### config.mk
export PLATFORM = sky130hd
export DESIGN_NAME = tlb_fault_resolve
export DESIGN_NICKNAME = d
export VERILOG_FILES = /design/src/rtl/tlbchk_pkg.sv /design/src/rtl/tlb_fault_resolve.sv
export SDC_FILE = /design/constraint.sdc
export NUM_CORES = 1
export LEC_CHECK = 0
export BUFFER_PORTS_ARGS = -buffer_cell sky130_fd_sc_hd__buf_2
export CAP_MARGIN = 0
export CORE_AREA = 4 4 41 43
export DETAILED_ROUTE_END_ITERATION = 10
export DIE_AREA = 0 0 45 47
export PLACE_DENSITY = 0.39
export SLEW_MARGIN = 30
export SYNTH_ARGS = -nofsm -noshare
export SYNTH_HDL_FRONTEND = slang
export SYNTH_SLANG_ARGS = --single-unit
### constraint.sdc
create_clock -name vclk -period 2.3
set_clock_uncertainty 0.05 [all_clocks]
set_input_delay 0.575 -clock vclk [all_inputs]
set_output_delay 0.575 -clock vclk [all_outputs]
set_load 0.03 [all_outputs]
### src/rtl/tlbchk_pkg.sv
package tlbchk_pkg;
  typedef enum logic [1:0] {
    ACC_RD  = 2'b00,
    ACC_WR  = 2'b01,
    ACC_EX  = 2'b10,
    ACC_RSV = 2'b11
  } acc_e;

  typedef enum logic [3:0] {
    FLT_NONE    = 4'd0,
    FLT_IMISS   = 4'd1,
    FLT_DMISS   = 4'd2,
    FLT_IPROT   = 4'd3,
    FLT_DRIGHTS = 4'd4,
    FLT_DIRTY   = 4'd5,
    FLT_BREAK   = 4'd6,
    FLT_REF     = 4'd7,
    FLT_WPROT   = 4'd8
  } flt_e;

  localparam int unsigned MBIT_RD = 0;
  localparam int unsigned MBIT_WR = 1;
  localparam int unsigned MBIT_EX = 2;
endpackage

### src/rtl/tlb_fault_resolve.sv
module tlb_fault_resolve
  import tlbchk_pkg::*;
(
  input  logic       phys,
  input  logic       hit,
  input  logic [1:0] kind,
  input  logic [2:0] grant,
  input  logic       pid_hit,
  input  logic       brk,
  input  logic       dirty,
  input  logic       refb,
  output logic [2:0] mask,
  output logic [3:0] code
);
  logic       is_wr, is_ex, need;
  logic [2:0] m;

  assign is_wr = (kind == ACC_WR);
  assign is_ex = (kind == ACC_EX);

  always_comb begin
    m    = grant;
    code = FLT_NONE;
    need = 1'b0;
    if (phys) begin
      m = 3'b111;
    end else if (!hit) begin
      m    = 3'b000;
      code = is_ex ? FLT_IMISS : FLT_DMISS;
    end else begin
      if (pid_hit) m[MBIT_WR] = 1'b0;
      need = is_ex ? m[MBIT_EX] : (is_wr ? m[MBIT_WR] : m[MBIT_RD]);
      if (pid_hit && is_wr) begin
        code = FLT_WPROT;
      end else if (!need) begin
        code = is_ex ? FLT_IPROT : FLT_DRIGHTS;
      end else begin
        // later checks win over earlier ones
        if (!dirty && is_wr) code = FLT_DIRTY;
        if (brk && is_wr)    code = FLT_BREAK;
        if (refb && !is_ex)  code = FLT_REF;
      end
      if (!dirty || brk) m[MBIT_WR] = 1'b0;
    end
    mask = m;
  end
endmodule

Word level (Yosys, flattened, before mapping)

Cells that the tools add are included.

Register bits: 0
Word-level logic and storage cells: 28
Output and inout port bits: 7
Input bits: 11

Reductions and logical operators: 7
Equal/unequal tests: 2
Multiplexer cells: 19

Operator list:

| cell               | number |
|---|---|
| $mux 4             | 6 |
| $mux 1             | 9 |
| $mux 3             | 3 |
| $logic_and 1x1->1  | 4 |
| $eq 2x1->1 const B | 1 |
| $eq 2x2->1 const B | 1 |
| $logic_not 1->1    | 2 |
| $mux 2             | 1 |
| $logic_or 1x1->1   | 1 |

Logic depth before layout (Yosys ltp)

Gate-level depths: netlist of run 1.

Depth in word-level cells: 9
Gate-level depth with buffers: 5
Gate-level depth less buffers: 4

Least setup slack after synthesis of run 1

OpenSTA, ideal clock, no wires.

Kind: input to output
From: in kind[0]
To: out code[0]
Buffers on the path: 1
Arrival: 1.725 ns
Setup slack: -0.050 ns
Stages: 5
Required time: 1.675 ns
Path through: buf_6 -> or3b_1 -> o21ai_2 -> a21oi_1 -> o2bb2ai_1

Longest elaborated chain between the ends: 9
Elaborated cells between the ends (all ways): 18
Classes of those cells: eq/ne (2); mux (11); reduce/logical (5)

Ends and longest elaborated chain:

| element            | RTL line                | text |
|---|---|---|
| start: declaration | tlb_fault_resolve.sv:6  | `input logic [1:0] kind,` |
| $eq 2x1->1         | tlb_fault_resolve.sv:18 | `assign is_wr = (kind == ACC_WR);` |
| $logic_and 1x1->1  | tlb_fault_resolve.sv:39 | `if (!dirty && is_wr) code = FLT_DIRTY;` |
| $mux 3             | tlb_fault_resolve.sv:39 |  |
| $mux 4             | tlb_fault_resolve.sv:40 | `if (brk && is_wr) code = FLT_BREAK;` |
| $mux 4             | tlb_fault_resolve.sv:41 | `if (refb && !is_ex) code = FLT_REF;` |
| $mux 4             | tlb_fault_resolve.sv:35 | `end else if (!need) begin` |
| $mux 4             | tlb_fault_resolve.sv:33 | `if (pid_hit && is_wr) begin` |
| $mux 4 (*)         | tlb_fault_resolve.sv:27 | `end else if (!hit) begin` |
| $mux 4 (*)         | tlb_fault_resolve.sv:25 | `if (phys) begin` |
| end: declaration   | tlb_fault_resolve.sv:13 | `output logic [3:0] code` |

Mark *: on every way between the ends. The rest lies on a longest branch, timed or not.

Worst setup path in the final report of run 1

From: in kind[0]
To: out code[1]

Longest elaborated chain between the ends: 8
Elaborated cells between the ends (all ways): 16
Classes of those cells: eq/ne (2); mux (10); reduce/logical (4)

Ends and longest elaborated chain:

| element                                              | RTL line |
|---|---|
| $eq 2x1->1 or $eq 2x2->1 (tied branches)             | tlb_fault_resolve.sv:18, tlb_fault_resolve.sv:19 |
| $logic_and 1x1->1 or $logic_not 1->1 (tied branches) | tlb_fault_resolve.sv:40, tlb_fault_resolve.sv:41 |
| $mux 4 or $logic_and 1x1->1 (tied branches)          | tlb_fault_resolve.sv:40, tlb_fault_resolve.sv:41 |
| $mux 4                                               | tlb_fault_resolve.sv:41 |
| $mux 4                                               | tlb_fault_resolve.sv:35 |
| $mux 4                                               | tlb_fault_resolve.sv:33 |
| $mux 4 (*)                                           | tlb_fault_resolve.sv:27 |
| $mux 4 (*)                                           | tlb_fault_resolve.sv:25 |

Marked as above.

==> flow_summary_export.csv, run 1 <==
group,metric,value,unit
logic_synthesis,synth.distinct_cells,20,
global_route,grt_max_degree,8,
floorplan,die_x,45,um
layout,stdcell_area,367,um2
layout,final_common_cell,"buf_2",
global_route,grt_pass1_vias,287,
layout,nClkBuffers,0,
timing,hold_violations,0,
layout,post-route-util,28.2,%
global_route,use_met3,1.15,%
detailed_routing,drtIter0Drc,4,
layout,final_cell_mix,"16 x buf_2, 6 x buf_4, 3 x inv_1, 3 x nand3b_1",
detailed_routing,postRouteWirelength,755,um
timing,setup_tns,0,ns
timing,rsz0062_at_grt,"no",
global_route,grt.busiest_layer,"met1",
detailed_routing,postRouteAntennaNets,0,
timing,max_freq,445,MHz
floorplan,core,1300,um2
global_route,grt_overflow,0,
logic_synthesis,yosysWarnings,0,
global_route,grt_usage,7.47,%
detailed_routing,viasPerCell,4.39,
power_and_ir_drop,switchingPower,0.0000442,W
logic_synthesis,syn_area_per_cell,7.03,um2
power_and_ir_drop,cellLeakagePower,0.183,nW
critical_path,start_kind,"primary input",
timing,finalCritPeriodShare,97.8,%
hold_path,min-delay-path-class,"in2out",
power_and_ir_drop,total_power,0.0000776,W
logic_synthesis,syn_inst,29,
layout,seqCellArea,0,um2
clock_tree,hold_buffers,0,
clock_tree,cts_setup_buffers,0,
logic_synthesis,synth_nets,40,
global_route,antenna_found_initial,0,
layout,multiInputGateArea,200,um2
timing,tightest_slew,0.229,ns
floorplan,start_util,15.7,%
floorplan,io_pins,18,
power_and_ir_drop,seq_power_share,0,%
layout,layout-drive-gt1-share,56.9,%
place,io_buffers,18,
status,status,"finished clean",
global_route,met2_usage,10.5,%
critical_path,crit_fanout,6,
place,placed_cell_area,353,um2
detailed_routing,vias,290,
place,pre_cts_slack,-0.0158,ns
critical_path,worstPathRequired,1.67,ns
floorplan,die_area,2120,um2
timing,relSlewSlack,84.6,%
floorplan,die_y,47,um
power_and_ir_drop,pwr-share-clk,0,%
layout,fillerInstances,156,
timing,fin_crit,2.25,ns
layout,fin_nets,64,
detailed_routing,routedWlPerCell,11.4,um
critical_path,crit_arrival,1.62,ns
logic_synthesis,synth_seq_area_share,0,%
global_route,met1_usage,12.4,%
run,drv_cap,0,
layout,syn_to_final_growth,79.8,%
timing,layout_setup_ws,0.0512,ns
power_and_ir_drop,swShare,57.0,%
detailed_routing,first_pass_iters,2,
timing,setup_viol,0,
timing,drv_slew,0,
layout,diodes,0,
detailed_routing,post-route-drc-count,0,
critical_path,endpoint_kind,"primary output",
global_route,grt_pass1_wl,1220,um
power_and_ir_drop,combPwrFrac,100.0,%
logic_synthesis,netlist_area,204,um2
power_and_ir_drop,power_density,212,nW/um2
power_and_ir_drop,p_int,0.0000334,W
floorplan,num_rows,13,
place,globalplace.congestion,0.741,
power_and_ir_drop,max-vdd-ir-drop,77.0,uV
layout,seq_cell_count,0,
critical_path,worstSetupPathType,"in2out",
## per-stage QoR
stage	hold slack, ns	cells
3_3_place_gp	1.48	66
5_1_grt	1.51	66
2_1_floorplan	1.21	29
6_report	1.48	66
4_1_cts	1.48	66
3_5_place_dp	1.47	66
## critical path: stages
cell,delay (ns)
buf_2,0.14
or3b_1,0.40
o21ai_2,0.09
a21oi_2,0.07
o32ai_2,0.12
buf_2,0.23
## layer usage
metal / vias to the layer above / wire [um]
li1: 155 / -
met1: 119 / 411
met2: 16 / 261
met3: 0 / 83
met4: 0 / 0
met5: - / 0
## synthesized netlist by cell type
cell       number  area (um2)
nand3b_1        3        22.5
a21oi_2         1        8.76
inv_1           3        11.3
o21ai_2         1        8.76
a41o_1          1        10.0
or3b_1          1        8.76
nor2_1          2        7.51
a211oi_1        1        7.51
nor3b_1         1        7.51
buf_6           1        11.3
a31oi_2         1        12.5
o31ai_1         1        7.51
o2bb2ai_1       1        8.76
nand3_1         2        10.0
a21oi_1         1        5.00
nor2b_1         2        12.5
and2b_1         2        15.0
o21ai_0         1        5.00
a21o_1          2        15.0
o32ai_1         1        8.76
## kinds of logic after synthesis
logic type | after synthesis | share of synthesized area [%]
AOI/OAI and AO/OA | 12 | 47.9
and+or+nand+nor | 13 | 41.1
buffers and inverters | 4 | 11.0
## final timing paths
check / startpoint / end / slack (ns) / cells past startpoint
worst min-delay path: grant[2] / mask[2] / 1.48 / 3
worst max-delay path: kind[0] / code[1] / 0.05 / 6
## final cells by class
class	count	area share, %
multi-input cells	25	54.6
repair buffers	23	37.2
well taps	15	5.12
inverters	3	3.07
## repair_timing
item	4_1_cts	5_1_grt
setup endpoints to repair	1	2
pin swaps	0	2
gates cloned	0	0
resized for setup	1	4
## power groups by stage
stage          combinational, W  clock, W  sequential (W)
2_1_floorplan         0.0000449         0               0
3_3_place_gp          0.0000754         0               0
3_5_place_dp          0.0000746         0               0
4_1_cts               0.0000756         0               0
5_1_grt               0.0000853         0               0
6_report              0.0000776         0               0
No activity file was read; power rests on OpenSTA's default activity.
==> run 2, diff against run 1 <==
--- a/config.mk
+++ b/config.mk
@@ -7,10 +7,11 @@
 export LEC_CHECK = 0
 export BUFFER_PORTS_ARGS = -buffer_cell sky130_fd_sc_hd__buf_2
 export CAP_MARGIN = 0
-export CORE_AREA = 4 4 41 43
+export CORE_AREA = 2 2 39 41
 export DETAILED_ROUTE_END_ITERATION = 10
-export DIE_AREA = 0 0 45 47
+export DIE_AREA = 0 0 41 43
 export PLACE_DENSITY = 0.39
+export RECOVER_POWER = 50
 export SLEW_MARGIN = 30
 export SYNTH_ARGS = -nofsm -noshare
 export SYNTH_HDL_FRONTEND = slang
==> flow_summary_export.csv, run 2 (synthesis results as in run 1) <==
group,metric,value,unit
critical_path,worstSetupPathType,"in2out",
timing,tightest_slew,0.357,ns
timing,max_freq,441,MHz
power_and_ir_drop,p_int,0.0000305,W
power_and_ir_drop,switchingPower,0.0000426,W
global_route,grt_pass1_vias,246,
detailed_routing,vias,285,
layout,fillerInstances,170,
layout,final_common_cell,"buf_2",
floorplan,start_util,14.7,%
power_and_ir_drop,swShare,58.3,%
detailed_routing,routedWlPerCell,10.2,um
timing,setup_tns,0,ns
floorplan,num_rows,14,
place,dp_hpwl,578,um
timing,hold_slack,1.50,ns
power_and_ir_drop,max-vdd-ir-drop,71.4,uV
global_route,grt_usage,8.09,%
global_route,antenna_found_initial,0,
timing,finalCritPeriodShare,98.6,%
timing,rsz0062_at_grt,"yes",
layout,diodes,0,
clock_tree,cts_setup_buffers,0,
detailed_routing,viasPerCell,4.38,
global_route,grt_pass1_wl,1040,um
detailed_routing,post-route-drc-count,0,
power_and_ir_drop,seq_power_share,0,%
critical_path,crit_arrival,1.64,ns
layout,final_cell_mix,"14 x buf_2, 4 x buf_4, 3 x inv_1, 3 x nand3b_1",
run,drv_cap,0,
floorplan,die_area,1760,um2
power_and_ir_drop,cellLeakagePower,0.167,nW
timing,relSlewSlack,76.3,%
timing,fin_crit,2.27,ns
floorplan,die_y,43,um
power_and_ir_drop,power_density,212,nW/um2
critical_path,worstPathRequired,1.67,ns
power_and_ir_drop,pwr-share-clk,0,%
power_and_ir_drop,combPwrFrac,100.0,%
detailed_routing,first_pass_iters,1,
global_route,grt_overflow,0,
critical_path,endpoint_kind,"primary output",
timing,setup_viol,0,
layout,fin_nets,62,
timing,hold_violations,0,
critical_path,crit_fanout,2,
layout,syn_to_final_growth,69.3,%
detailed_routing,postRouteAntennaNets,0,
critical_path,start_kind,"primary input",
layout,layout-drive-gt1-share,49.0,%
timing,drv_slew,0,
layout,seq_cell_count,0,
floorplan,core,1380,um2
place,io_buffers,18,
floorplan,die_x,41,um
hold_path,min-delay-path-class,"in2out",
global_route,grt_max_degree,8,
layout,nClkBuffers,0,
floorplan,io_pins,18,
layout,seqCellArea,0,um2
place,globalplace.congestion,0.755,
status,status,"finished clean",
layout,multiInputGateArea,195,um2
detailed_routing,drtIter0Drc,0,
detailed_routing,postRouteWirelength,666,um
power_and_ir_drop,total_power,0.0000731,W
run 2: cell count changes in the layout (fill, tap and decap cells not counted), sizes merged:
cell and delta:
clkbuf +2, buf -4
run 2: worst paths after layout:
kind / start / to / slack, ns / depth (start not counted)
min: phys / code[3] / 1.50 / 3
max: grant[1] / code[2] / 0.03 / 6
run 2: per-layer routing:
| metal | part of all wire (%) | up-vias | global-route usage [%] |
|---|---|---|---|
| met3 | 4.5 | 0 | 0 |
| met5 | 0 | - | 0 |
| met4 | 0 | 0 | 0 |
| met1 | 48 | 125 | 12.0 |
| li1 | - | 151 | - |
| met2 | 48 | 9 | 13.4 |
run 2: critical path, stage by stage:
cell	delay [ns]
buf_2	0.09
nor2b_1	0.14
a211oi_1	0.27
and2b_1	0.22
a31oi_2	0.20
buf_6	0.15
run 2: power groups by stage:
stage | clock, W | combinational [W] | sequential, W
global route | 0 | 0.0000792 | 0
detailed placement | 0 | 0.0000720 | 0
CTS | 0 | 0.0000722 | 0
global placement | 0 | 0.0000723 | 0
finish | 0 | 0.0000731 | 0
floorplan | 0 | 0.0000449 | 0
run 2: final cells by class:
cell class         count  share of cell area (%)
inverters              3                    3.26
multi-input cells     25                    56.5
well taps             16                    5.80
repair buffers        21                    34.4
run 2: repair_timing:
item	4_1_cts	5_1_grt
resized for setup	0	5
setup endpoints to repair	0	2
hold buffers	0	0
run 2: stage by stage:
step                      area (um2)  std cells  utilization, %  worst slack, ns
after floorplan                  218         29               -           0.0571
after global placement           339         65            24.5          0.00651
after detailed placement         339         65            24.5           0.0152
after CTS                        339         65            24.5          0.00933
after global routing             345         65            25.0          -0.0311
final                            345         65            25.0           0.0316
==> run 3, diff against run 2 <==
--- a/config.mk
+++ b/config.mk
@@ -7,11 +7,13 @@
 export LEC_CHECK = 0
 export BUFFER_PORTS_ARGS = -buffer_cell sky130_fd_sc_hd__buf_2
 export CAP_MARGIN = 0
+export CELL_PAD_IN_SITES_DETAIL_PLACEMENT = 1
+export CELL_PAD_IN_SITES_GLOBAL_PLACEMENT = 1
 export CORE_AREA = 2 2 39 41
 export DETAILED_ROUTE_END_ITERATION = 10
 export DIE_AREA = 0 0 41 43
-export PLACE_DENSITY = 0.39
-export RECOVER_POWER = 50
+export PLACE_DENSITY = 0.56
+export RECOVER_POWER = 25
 export SLEW_MARGIN = 30
 export SYNTH_ARGS = -nofsm -noshare
 export SYNTH_HDL_FRONTEND = slang
==> flow_summary_export.csv, run 3 (synthesis results as in run 1) <==
group,metric,value,unit
global_route,antenna_found_initial,0,
critical_path,worstPathRequired,1.67,ns
global_route,met1_usage,13.0,%
floorplan,die_area,1760,um2
timing,max_freq,447,MHz
global_route,grt.busiest_layer,"met2",
timing,fin_crit,2.24,ns
detailed_routing,postRouteAntennaNets,0,
critical_path,crit_arrival,1.61,ns
timing,setup_viol,0,
hold_path,min-delay-path-class,"in2out",
place,pre_cts_slack,-0.00854,ns
layout,fin_nets,61,
power_and_ir_drop,max-vdd-ir-drop,58.5,uV
layout,fillerInstances,177,
layout,diodes,0,
power_and_ir_drop,power_density,213,nW/um2
place,dp_hpwl,602,um
layout,nClkBuffers,0,
global_route,grt_pass1_vias,272,
layout,seqCellArea,0,um2
critical_path,endpoint_kind,"primary output",
timing,layout_setup_ws,0.0631,ns
timing,tightest_slew,0.367,ns
floorplan,num_rows,14,
timing,setup_tns,0,ns
floorplan,die_x,41,um
detailed_routing,viasPerCell,4.56,
layout,syn_to_final_growth,71.2,%
layout,final_cell_mix,"14 x buf_2, 4 x buf_4, 3 x inv_1, 3 x nand3b_1",
detailed_routing,postRouteWirelength,663,um
timing,hold_slack,1.48,ns
run,drv_cap,0,
critical_path,start_kind,"primary input",
floorplan,die_y,43,um
layout,stdcell_area,349,um2
global_route,grt_max_degree,8,
power_and_ir_drop,total_power,0.0000744,W
place,globalplace.congestion,0.763,
detailed_routing,vias,292,
timing,finalCritPeriodShare,97.3,%
floorplan,io_pins,18,
critical_path,cp_slowest_cell,"or3b_4",
timing,hold_violations,0,
global_route,grt_overflow,0,
detailed_routing,first_pass_iters,2,
detailed_routing,drtIter0Drc,4,
power_and_ir_drop,cellLeakagePower,0.167,nW
layout,layout-drive-gt1-share,54.2,%
floorplan,core,1380,um2
layout,seq_cell_count,0,
global_route,grt_pass1_wl,1180,um
critical_path,worstSetupPathType,"in2out",
timing,relSlewSlack,75.6,%
detailed_routing,post-route-drc-count,0,
layout,multiInputGateArea,203,um2
global_route,grt_usage,8.79,%
critical_path,cpPeakStageDelay,0.40,ns
place,io_buffers,18,
global_route,met2_usage,14.4,%
timing,drv_slew,0,
layout,final_common_cell,"buf_2",
detailed_routing,routedWlPerCell,10.4,um
critical_path,cp_cell_sequence,"buf_2 > or3b_4 > o21ai_2 > a21oi_2 > a31oi_2 > buf_6",
floorplan,start_util,14.7,%
global_route,use_met3,0.524,%
place,placed_cell_area,332,um2
timing,rsz0062_at_grt,"no",
status,status,"finished clean",
critical_path,crit_fanout,6,
run 3: changes by cell type in the layout (fill, tap and decap cells not counted), sizes merged:
cell    before  now
clkbuf       2    1
run 3: worst paths after layout:
check	start	end	slack, ns	cells past startpoint
worst min-delay path	grant[0]	mask[0]	1.48	3
worst max-delay path	kind[1]	code[2]	0.06	6
run 3: area by class of cell:
| type | count | area share, % |
|---|---|---|
| tap | 16 | 5.73 |
| inverter | 3 | 3.23 |
| timing repair buffer | 20 | 33.0 |
| multi-input combinational | 25 | 58.1 |
run 3: per-layer routing:
| metal | share of wire, % | wire length (um) |
|---|---|---|
| met4 | 0 | 0 |
| met1 | 47 | 312 |
| met2 | 43 | 287 |
| met5 | 0 | 0 |
| met3 | 9.5 | 63 |
run 3: stage by stage:
step           instances  utilization, %
2_1_floorplan         29               -
3_3_place_gp          64            24.0
3_5_place_dp          64            24.0
4_1_cts               64            24.1
5_1_grt               64            25.2
6_report              64            25.2
run 3: critical path, delay by kind of cell:
kind | cells | cell delay (ns)
AOI/OAI and AO/OA | 3 | 0.33
buffers and inverters | 2 | 0.29
and+or+nand+nor | 1 | 0.40
run 3: power breakdown:
group | switching, W | internal, W | total [W]
Sequential | 0 | 0 | 0
Clock | 0 | 0 | 0
Combinational | 0.0000427 | 0.0000317 | 0.0000744
run 3: what timing repair did:
item                                    4_1_cts  5_1_grt
pin swaps                                     0        1
endpoints found under the setup margin        1        3
hold buffers                                  0        0
gates cloned                                  0        0
gates resized for setup                       1        7
setup buffers                                 0        0
